[src/rtl/bfb_pkg.sv]
package bfb_pkg;
  typedef enum logic [2:0] {
    ST_IDLE,
    ST_CHK,
    ST_RD,
    ST_WAIT,
    ST_RESP
  } bfb_state_e;
endpackage

[src/rtl/bfb_addr_gen.sv]
module bfb_addr_gen #(
  parameter int unsigned ADDR_W    = 20,
  parameter int unsigned BYTES     = 4,
  parameter int unsigned BURST_LEN = 8,
  parameter logic [ADDR_W-1:0] RESET_VEC = 20'hFFFF0,
  parameter logic [ADDR_W-1:0] REGION_LO = 20'hE0000,
  parameter logic [ADDR_W-1:0] REGION_HI = 20'hFFFFF
) (
  input  logic                     clk_i,
  input  logic                     rst_ni,
  input  logic                     start_i,
  input  logic [ADDR_W-1:0]        req_addr_i,
  input  logic                     dword_adv_i,
  input  logic                     byte_adv_i,
  output logic [ADDR_W-1:0]        byte_addr_o,
  output logic [$clog2(BYTES)-1:0] lane_o,
  output logic                     in_region_o,
  output logic                     last_byte_o,
  output logic                     last_dword_o
);
  localparam int unsigned OFF_W = $clog2(BYTES);
  localparam int unsigned CNT_W = $clog2(BURST_LEN);

  logic              first_q;
  logic [ADDR_W-1:0] dw_addr_q;
  logic [CNT_W-1:0]  dw_cnt_q;
  logic [OFF_W-1:0]  byte_cnt_q;
  logic [ADDR_W-1:0] start_addr;

  assign start_addr = first_q ? {RESET_VEC[ADDR_W-1:OFF_W], {OFF_W{1'b0}}}
                              : {req_addr_i[ADDR_W-1:OFF_W], {OFF_W{1'b0}}};

  always_ff @(posedge clk_i or negedge rst_ni) begin
    if (!rst_ni) begin
      first_q    <= 1'b1;
      dw_addr_q  <= '0;
      dw_cnt_q   <= '0;
      byte_cnt_q <= '0;
    end else if (start_i) begin
      first_q    <= 1'b0;
      dw_addr_q  <= start_addr;
      dw_cnt_q   <= '0;
      byte_cnt_q <= '0;
    end else if (dword_adv_i) begin
      // modulo 2^ADDR_W by width
      dw_addr_q  <= dw_addr_q + ADDR_W'(BYTES);
      dw_cnt_q   <= dw_cnt_q + 1'b1;
      byte_cnt_q <= '0;
    end else if (byte_adv_i) begin
      byte_cnt_q <= byte_cnt_q + 1'b1;
    end
  end

  assign byte_addr_o  = {dw_addr_q[ADDR_W-1:OFF_W], byte_cnt_q};
  assign lane_o       = byte_cnt_q;
  assign in_region_o  = ({1'b0, dw_addr_q} >= {1'b0, REGION_LO}) &&
                        ({1'b0, dw_addr_q} <= {1'b0, REGION_HI});
  assign last_byte_o  = (byte_cnt_q == OFF_W'(BYTES - 1));
  assign last_dword_o = (dw_cnt_q == CNT_W'(BURST_LEN - 1));
endmodule

[src/rtl/bfb_byte_packer.sv]
module bfb_byte_packer #(
  parameter int unsigned ROM_W = 8,
  parameter int unsigned BYTES = 4
) (
  input  logic                     clk_i,
  input  logic                     rst_ni,
  input  logic                     cap_i,
  input  logic                     fill_i,
  input  logic [$clog2(BYTES)-1:0] lane_i,
  input  logic [ROM_W-1:0]         byte_i,
  output logic [BYTES*ROM_W-1:0]   word_o
);
  localparam int unsigned OFF_W = $clog2(BYTES);

  for (genvar g = 0; g < BYTES; g++) begin : g_lane
    logic [ROM_W-1:0] lane_q;
    always_ff @(posedge clk_i or negedge rst_ni) begin
      if (!rst_ni)                             lane_q <= '0;
      else if (fill_i)                         lane_q <= '1;
      else if (cap_i && lane_i == OFF_W'(g))   lane_q <= byte_i;
    end
    assign word_o[g*ROM_W +: ROM_W] = lane_q;
  end
endmodule

[src/rtl/bfb_seq.sv]
module bfb_seq
  import bfb_pkg::*;
#(
  parameter int unsigned ROM_LAT = 2
) (
  input  logic clk_i,
  input  logic rst_ni,
  input  logic req_i,
  input  logic in_region_i,
  input  logic last_byte_i,
  input  logic last_dword_i,
  output logic start_o,
  output logic rd_o,
  output logic cap_o,
  output logic byte_adv_o,
  output logic dword_adv_o,
  output logic fill_o,
  output logic ready_o,
  output logic done_o,
  output logic err_o
);
  localparam int unsigned LAT_W = $clog2(ROM_LAT + 1);

  bfb_state_e       state_q, state_d;
  logic [LAT_W-1:0] lat_q;
  logic             err_q;
  logic             lat_hit;

  assign lat_hit = (lat_q == LAT_W'(ROM_LAT - 1));

  always_comb begin
    state_d     = state_q;
    start_o     = 1'b0;
    rd_o        = 1'b0;
    cap_o       = 1'b0;
    byte_adv_o  = 1'b0;
    dword_adv_o = 1'b0;
    fill_o      = 1'b0;
    ready_o     = 1'b0;
    done_o      = 1'b0;
    unique case (state_q)
      ST_IDLE: if (req_i) begin
        start_o = 1'b1;
        state_d = ST_CHK;
      end
      ST_CHK: begin
        if (in_region_i) state_d = ST_RD;
        else begin
          fill_o  = 1'b1;
          state_d = ST_RESP;
        end
      end
      ST_RD: begin
        rd_o    = 1'b1;
        state_d = ST_WAIT;
      end
      ST_WAIT: if (lat_hit) begin
        cap_o = 1'b1;
        if (last_byte_i) state_d = ST_RESP;
        else begin
          byte_adv_o = 1'b1;
          state_d    = ST_RD;
        end
      end
      ST_RESP: begin
        ready_o = 1'b1;
        done_o  = last_dword_i;
        if (last_dword_i) state_d = ST_IDLE;
        else begin
          dword_adv_o = 1'b1;
          state_d     = ST_CHK;
        end
      end
      default: state_d = ST_IDLE;
    endcase
  end

  always_ff @(posedge clk_i or negedge rst_ni) begin
    if (!rst_ni) begin
      state_q <= ST_IDLE;
      lat_q   <= '0;
      err_q   <= 1'b0;
    end else begin
      state_q <= state_d;
      if (state_q == ST_RD)                  lat_q <= '0;
      else if (state_q == ST_WAIT && !lat_hit) lat_q <= lat_q + 1'b1;
      if (state_q == ST_CHK)                 err_q <= !in_region_i;
    end
  end

  assign err_o = err_q;
endmodule

[src/rtl/boot_fetch_bridge.sv]
module boot_fetch_bridge #(
  parameter int unsigned ADDR_W    = 20,
  parameter int unsigned HOST_W    = 32,
  parameter int unsigned ROM_W     = 8,
  parameter int unsigned BURST_LEN = 8,
  parameter int unsigned ROM_LAT   = 2,
  parameter logic [ADDR_W-1:0] RESET_VEC = 20'hFFFF0,
  parameter logic [ADDR_W-1:0] REGION_LO = 20'hE0000,
  parameter logic [ADDR_W-1:0] REGION_HI = 20'hFFFFF
) (
  input  logic              clk_i,
  input  logic              rst_ni,
  input  logic              req_i,
  input  logic [ADDR_W-1:0] addr_i,
  output logic              ready_o,
  output logic [HOST_W-1:0] data_o,
  output logic              err_o,
  output logic              burst_done_o,
  output logic              rom_rd_o,
  output logic [ADDR_W-1:0] rom_addr_o,
  input  logic [ROM_W-1:0]  rom_data_i
);
  localparam int unsigned BYTES = HOST_W / ROM_W;
  localparam int unsigned OFF_W = $clog2(BYTES);

  logic             start, cap, byte_adv, dword_adv, fill;
  logic             in_region, last_byte, last_dword;
  logic [OFF_W-1:0] lane;

  bfb_addr_gen #(
    .ADDR_W(ADDR_W), .BYTES(BYTES), .BURST_LEN(BURST_LEN),
    .RESET_VEC(RESET_VEC), .REGION_LO(REGION_LO), .REGION_HI(REGION_HI)
  ) i_addr_gen (
    .clk_i, .rst_ni,
    .start_i      (start),
    .req_addr_i   (addr_i),
    .dword_adv_i  (dword_adv),
    .byte_adv_i   (byte_adv),
    .byte_addr_o  (rom_addr_o),
    .lane_o       (lane),
    .in_region_o  (in_region),
    .last_byte_o  (last_byte),
    .last_dword_o (last_dword)
  );

  bfb_seq #(.ROM_LAT(ROM_LAT)) i_seq (
    .clk_i, .rst_ni,
    .req_i        (req_i),
    .in_region_i  (in_region),
    .last_byte_i  (last_byte),
    .last_dword_i (last_dword),
    .start_o      (start),
    .rd_o         (rom_rd_o),
    .cap_o        (cap),
    .byte_adv_o   (byte_adv),
    .dword_adv_o  (dword_adv),
    .fill_o       (fill),
    .ready_o      (ready_o),
    .done_o       (burst_done_o),
    .err_o        (err_o)
  );

  bfb_byte_packer #(.ROM_W(ROM_W), .BYTES(BYTES)) i_packer (
    .clk_i, .rst_ni,
    .cap_i  (cap),
    .fill_i (fill),
    .lane_i (lane),
    .byte_i (rom_data_i),
    .word_o (data_o)
  );
endmodule

[config.mk]
export PLATFORM = sky130hd
export DESIGN_NAME = boot_fetch_bridge
export DESIGN_NICKNAME = d
export VERILOG_FILES = /design/src/rtl/bfb_pkg.sv /design/src/rtl/bfb_addr_gen.sv /design/src/rtl/bfb_byte_packer.sv /design/src/rtl/bfb_seq.sv /design/src/rtl/boot_fetch_bridge.sv
export SDC_FILE = /design/constraint.sdc
export NUM_CORES = 1
export LEC_CHECK = 0
export BUFFER_PORTS_ARGS = -buffer_cell sky130_fd_sc_hd__buf_2
export CORE_MARGIN = 4
export CORE_UTILIZATION = 35
export DETAILED_ROUTE_END_ITERATION = 8
export GPL_TIMING_DRIVEN = 1
export PLACE_DENSITY_LB_ADDON = 0.12
export SLEW_MARGIN = 25
export SYNTH_ARGS = -nofsm -noshare
export SYNTH_HDL_FRONTEND = slang
export SYNTH_SLANG_ARGS = --single-unit
[constraint.sdc]
create_clock -name clk_i -period 6 [get_ports clk_i]
set_clock_uncertainty 0.1 [all_clocks]
set_input_delay 0.3 -clock clk_i [delete_from_list [all_inputs] [get_ports clk_i]]
set_output_delay 0.3 -clock clk_i [all_outputs]
set_load 0.02 [all_outputs]
# --- Word-level counts from Yosys, hierarchy flattened ---
# Index checks and enable logic that the tools add are counted.
# W data, S select, Z words.
word_totals:
  out_inout_bits: 56
  inputBits: 31
  word_cells: 82
  register_bits: 64
op_classes:
  eq_ne: 11
  order_cmp: 1
  reduce_logical: 17
  muxes: 38
  add_sub_neg: 4
ops:
  columns: ["op", "n"]
  rows:
  - ["$mux W8", 8]
  - ["$mux W20", 3]
  - ["$add A20 B3 Y20 const B", 1]
  - ["$ge A20 B20 Y1 const B", 1]
  - ["$mux W3", 6]
  - ["$mux W1", 15]
  - ["$pmux W3 S5", 1]
  - ["$reduce_bool A2 Y1", 6]
  - ["$mux W2", 5]
  - ["$eq A3 B2 Y1 const B", 2]
  - ["$eq A3 B3 Y1 const B", 2]
  - ["$logic_and A1 B1 Y1", 5]
  - ["$add A2 B1 Y2 const B", 2]
  - ["$eq A2 B1 Y1 const B", 2]
  - ["$eq A2 B2 Y1 const B", 2]
  - ["$add A3 B1 Y3 const B", 1]
  - ["$eq A3 B1 Y1 const B", 1]
  - ["$logic_not A3 Y1", 1]
  - ["$reduce_bool A3 Y1", 1]
  - ["$logic_not A1 Y1", 2]
  - ["$logic_not A2 Y1", 1]
  - ["$ne A2 B1 Y1 const B", 1]
  - ["$ne A2 B2 Y1 const B", 1]
  - ["$reduce_and A2 Y1", 1]

# --- Depth between registers and ports, before layout ---
logic_depth:
  depth_word: 7
  mapped_depth: 8
  mapped_depth_nobuf: 6

# --- By module ---
# Synthesis repeated with hierarchy kept, for this count alone.
hier_totals:
  hier_cells: 281
  area_unflattened_um2: 3060.4
by_module_without_submodules:
  columns: ["module", "n_inst", "seq_area_each_um2", "area_each_um2", "cells_each"]
  rows:
  - ["bfb_byte_packer", 1, 800.8, 1336.3, 115]
  - ["bfb_addr_gen", 1, 601.8, 1333.8, 124]
  - ["bfb_seq", 1, 150.1, 390.4, 42]

# --- Worst setup path before layout ---
# OpenSTA, ideal clock, no wires.
synth_path:
  path_kind: "register to register"
  from: "reg i_addr_gen.dw_cnt_q[0]"
  to: "reg i_addr_gen.dw_addr_q[19]"
  stages_incl_launch_ff: 8
  path_buffers: 1
  period_less_slack_ns: 2.483
  slack_ns: 3.517
  arrival_ns: 2.301
  required_time_ns: 5.818
  cell_sequence: "dfrtp_1 ha_1 ha_1 or4b_1 buf_2 or3_4 or4_1 a31oi_1"
synth_via:
  elab_chain_len: 4
synth_lines:
  columns: ["element", "line", "rtl"]
  rows:
  - ["start: declaration", "bfb_addr_gen.sv:26", "logic [CNT_W-1:0] dw_cnt_q;"]
  - ["start signal: assignment", "bfb_addr_gen.sv:47", "dw_cnt_q <= dw_cnt_q + 1'b1;"]
  - ["$eq A3 B3 Y1", "bfb_addr_gen.sv:59", "assign last_dword_o = (dw_cnt_q == CNT_W'(BURST_LEN - 1));"]
  - ["$mux W1", "bfb_seq.sv:68", "if (last_dword_i) state_d = ST_IDLE;"]
  - ["$mux W1", "bfb_seq.sv:41", "unique case (state_q)"]
  - ["$reduce_bool A2 Y1 (no line)", null, null]
  - ["end signal: assignment", "bfb_addr_gen.sv:41", "dw_addr_q <= start_addr;"]
  - ["end signal: assignment", "bfb_addr_gen.sv:46", "dw_addr_q <= dw_addr_q + ADDR_W'(BYTES);"]
  - ["end: declaration", "bfb_addr_gen.sv:25", "logic [ADDR_W-1:0] dw_addr_q;"]
# No other way between the ends.
# A chain may end at the register's enable or synchronous reset.

# --- Worst setup path after layout ---
# Ends and elaborated chain as after synthesis.

==> summary.txt <==
Run status
  • Outcome: finished clean

Synth
  • Post-synth EDFFs: 0
  • Post-synthesis sequential area ratio: 0.518
  • Synth unique cells: 41
  • Yosys top cell area share: 0.509
  • Synth async-reset ratio: 1.00
  • Synth Area in Adders: 0.0376
  • Synth Register Bits: 62
  • Synth Area in XOR/XNOR: 0.0263
  • Syn nets: 373
  • Synth Area in Compound Gates: 0.0843
  • Main combinational cell family by area after synthesis: simple AND/OR/NAND/NOR gates
  • Synth warn: 0
  • Cell taking the most area after synthesis: dfrtp_1
  • Mux share of post-synthesis cell area: 0.00668
  • Post-Synth Simple-Gate Area: 0.290
  • Cell Area, Synth: 3000 µm²
  • Primary FF master, synth: dfrtp_1
  • Avg Cell Area, Syn: 9.00 µm²
  • Synth area leaders: dfrtp_1 51%, nand2_1 10%, nand3_1 6.2%, ha_1 3.8%, nor3_1 3.5%
  • Syn Inst Count: 333

STA
  • Final period utilization: 0.478
  • Final setup fails: 0
  • Setup TNS: 0 ps
  • Worst-Margin Slew: 831 ps
  • Max Clk Rate: 349 MHz
  • Slew margin rel.: 0.446
  • Final hold violation count: 0
  • Final WS setup: 3130 ps
  • RSZ-0062 raised after global routing: false
  • Tmin final: 2870 ps
  • WHS: 22.0 ps
  • Fin. max-slew vios: 0

Power
  • Max IR drop VDD: 0.157 mV
  • PwrDens: 455 nW/µm²
  • Leakage: 1.67 nW

Clock network
  • Skew-Pair Late Insertion Delay: 340 ps
  • Worst-path clk slew: 70 ps
  • Clock buffer depth: 2
  • CTS H-tree depth: 3
  • Number of CTS-inserted buffers: 9
  • Hold-fix buffers, CTS: 0
  • Root Driver: clkbuf_8
  • Post-CTS Setup Inserts: 0
  • TritonCTS clock tree: yes
  • Sink Count: 62
  • Cts repair resizes: 0

Critical path
  • Worst-path fanout max: 15
  • CP Launch Point: i_addr_gen.dw_cnt_q[0]$_DFFE_PN0P_
  • Crit Path Category: flop to flop
  • Reg2reg path depth: 6
  • Crit-path max cell delay: 760 ps
  • Worst r2r dst: i_addr_gen.dw_addr_q[19]$_DFFE_PN0P_
  • R2r setup slk: 3130 ps
  • Worst EP arrival: 3020 ps
  • WP data required: 6160 ps
  • CP endpoint kind: flop
  • Crit path buf inv count: 0
  • Critical Path End: i_addr_gen.dw_addr_q[19]$_DFFE_PN0P_
  • Cells along the critical path: ha_1 -> ha_1 -> or4b_1 -> or3_4 -> or4_1 -> a31oi_1
  • Crit-path leading delay family: simple AND/OR/NAND/NOR gates
  • CP dominant cell by count: ha_1
  • CP max-delay cell: or4b_1
  • Critical R2R Launch: i_addr_gen.dw_cnt_q[0]$_DFFE_PN0P_
  • Crit. path cell count: 6
  • CP startpoint kind: flop

Job
  • Max Cap Viol: 0

Placement
  • Placed cells: 506
  • Gpl congestion: 0.745
  • Port Buf Inserts: 84
  • Setup WS pre-CTS: 3150 ps
  • HPWL after detailed placement: 5.48 mm

Floorplanning
  • Die Wd: 101 µm
  • Initial Utilization: 0.363
  • Area of the core: 8260 µm²
  • Die Ht: 101 µm
  • Rows: 33
  • IO Pins: 87
  • Die ar.: 10100 µm²

Route
  • Total Wirelength: 8.00 mm
  • 1st-pass router iterations: 4
  • Total number of vias: 2639
  • Routed Antenna Nets: 0
  • Wire per inst: 15.3 µm
  • Via/cell ratio: 5.06
  • Initial DRC count: 117
  • Residual DRC: 0

Hold path
  • Worst min-delay path class: primary input to asynchronous set/reset pin

Final layout
  • Layout cells sized above 1: 0.259
  • Fin nets: 452
  • Fin cells: 522
  • Most frequent cells in the layout: 84 x buf_2, 82 x nand2_1, 61 x dfrtp_1
  • Number of diodes: 0
  • Fillcell total: 874
  • Layout area overhead: 24.4%
  • Commonest non-fill, non-tap cell in the layout: buf_2

Global routing
  • GR Overflow Total: 0
  • First-pass GRT wire length: 13.0 mm
  • Vias in the first global route: 2469
  • Initial antenna violation count: 0
  • GRT Overall Usage: 0.164
  • Largest net degree at the start of global routing: 63
layout make-up:
cell class / instances / area (µm²) / area share
clock buffers: 10 / 138 / 0.0369
clock inverters: 6 / 93.8 / 0.0252
inverters: 9 / 33.8 / 0.00906
multi-input cells: 243 / 1340 / 0.359
flip-flops and latches: 62 / 1550 / 0.416
well taps: 105 / 131 / 0.0352
repair buffers: 87 / 443 / 0.119
through the flow:
stage | total power (W) | instance area (µm²) | util
after floorplan | 0.00108 | 3000 | -
after global placement | 0.00127 | 3500 | 0.423
after detailed placement | 0.00129 | 3500 | 0.424
after CTS | 0.00172 | 3730 | 0.452
after global routing | 0.00183 | 3730 | 0.452
final | 0.00170 | 3730 | 0.452
worst register-to-register path: stages, from the launching register on:
cell,delay [ps]
dfrtp_1,390
ha_1,210
ha_1,230
or4b_1,760
or3_4,520
or4_1,400
a31oi_1,180
worst min path at each step:
stage	startpoint	to
final	rst_ni	i_addr_gen.dw_addr_q[15]$_DFFE_PN0P_
after global routing	addr_i[4]	i_addr_gen.dw_addr_q[4]$_DFFE_PN0P_
after floorplan	rst_ni	i_addr_gen.dw_addr_q[10]$_DFFE_PN0P_
after global placement	i_packer.g_lane[0].lane_q[6]$_DFFE_PN0P_	i_packer.g_lane[0].lane_q[6]$_DFFE_PN0P_
after CTS	rst_ni	i_addr_gen.dw_addr_q[8]$_DFFE_PN0P_
after detailed placement	i_packer.g_lane[2].lane_q[5]$_DFFE_PN0P_	i_packer.g_lane[2].lane_q[5]$_DFFE_PN0P_
power breakdown:
part / switching, W / leakage [nW] / internal (W)
clock: 0.000177 / 0.113 / 0.000248
combinational: 0.000389 / 0.919 / 0.000228
sequential: 0.000129 / 0.637 / 0.000526
Yosys cell counts (all sizes together) (2+ instances only):
cell / number
o21ai: 8
dfrtp: 61
xnor2: 8
nor3: 21
inv: 9
nand3: 37
a22o: 4
a21oi: 12
buf: 2
a31oi: 5
nor4: 4
and2: 6
nand4: 5
o31ai: 2
clkbuf: 17
and3: 2
nor2: 10
nor4b: 2
nor3b: 2
mux2i: 2
ha: 9
or4b: 2
or3: 6
nand2: 83
per-layer routing:
metal  track usage  vias up  routed length [µm]
met5             0        -                   0
met2         0.229       56                3630
li1              -     1313                   -
met1         0.245     1262                3860
met3        0.0429        8                 425
met4        0.0528        0                  84
flip-flops by register name (all words and copies together), names as in the netlist:
signal and flops:
i_addr_gen.dw_addr_q 18, i_addr_gen.dw_cnt_q 3, i_addr_gen.first_q 1, i_addr_gen.lane_o 2
i_packer.g_lane.lane_q 32, i_seq.err_o 1, i_seq.lat_q 2, i_seq.state_q 3
cell families after synthesis:
family          after synthesis
simple gates                184
buf+inv                      28
xor+xnor                      9
fa+ha+maj                     9
compound gates               39
mux                           2
flops                        62
Power figures use the tool's default switching activity.
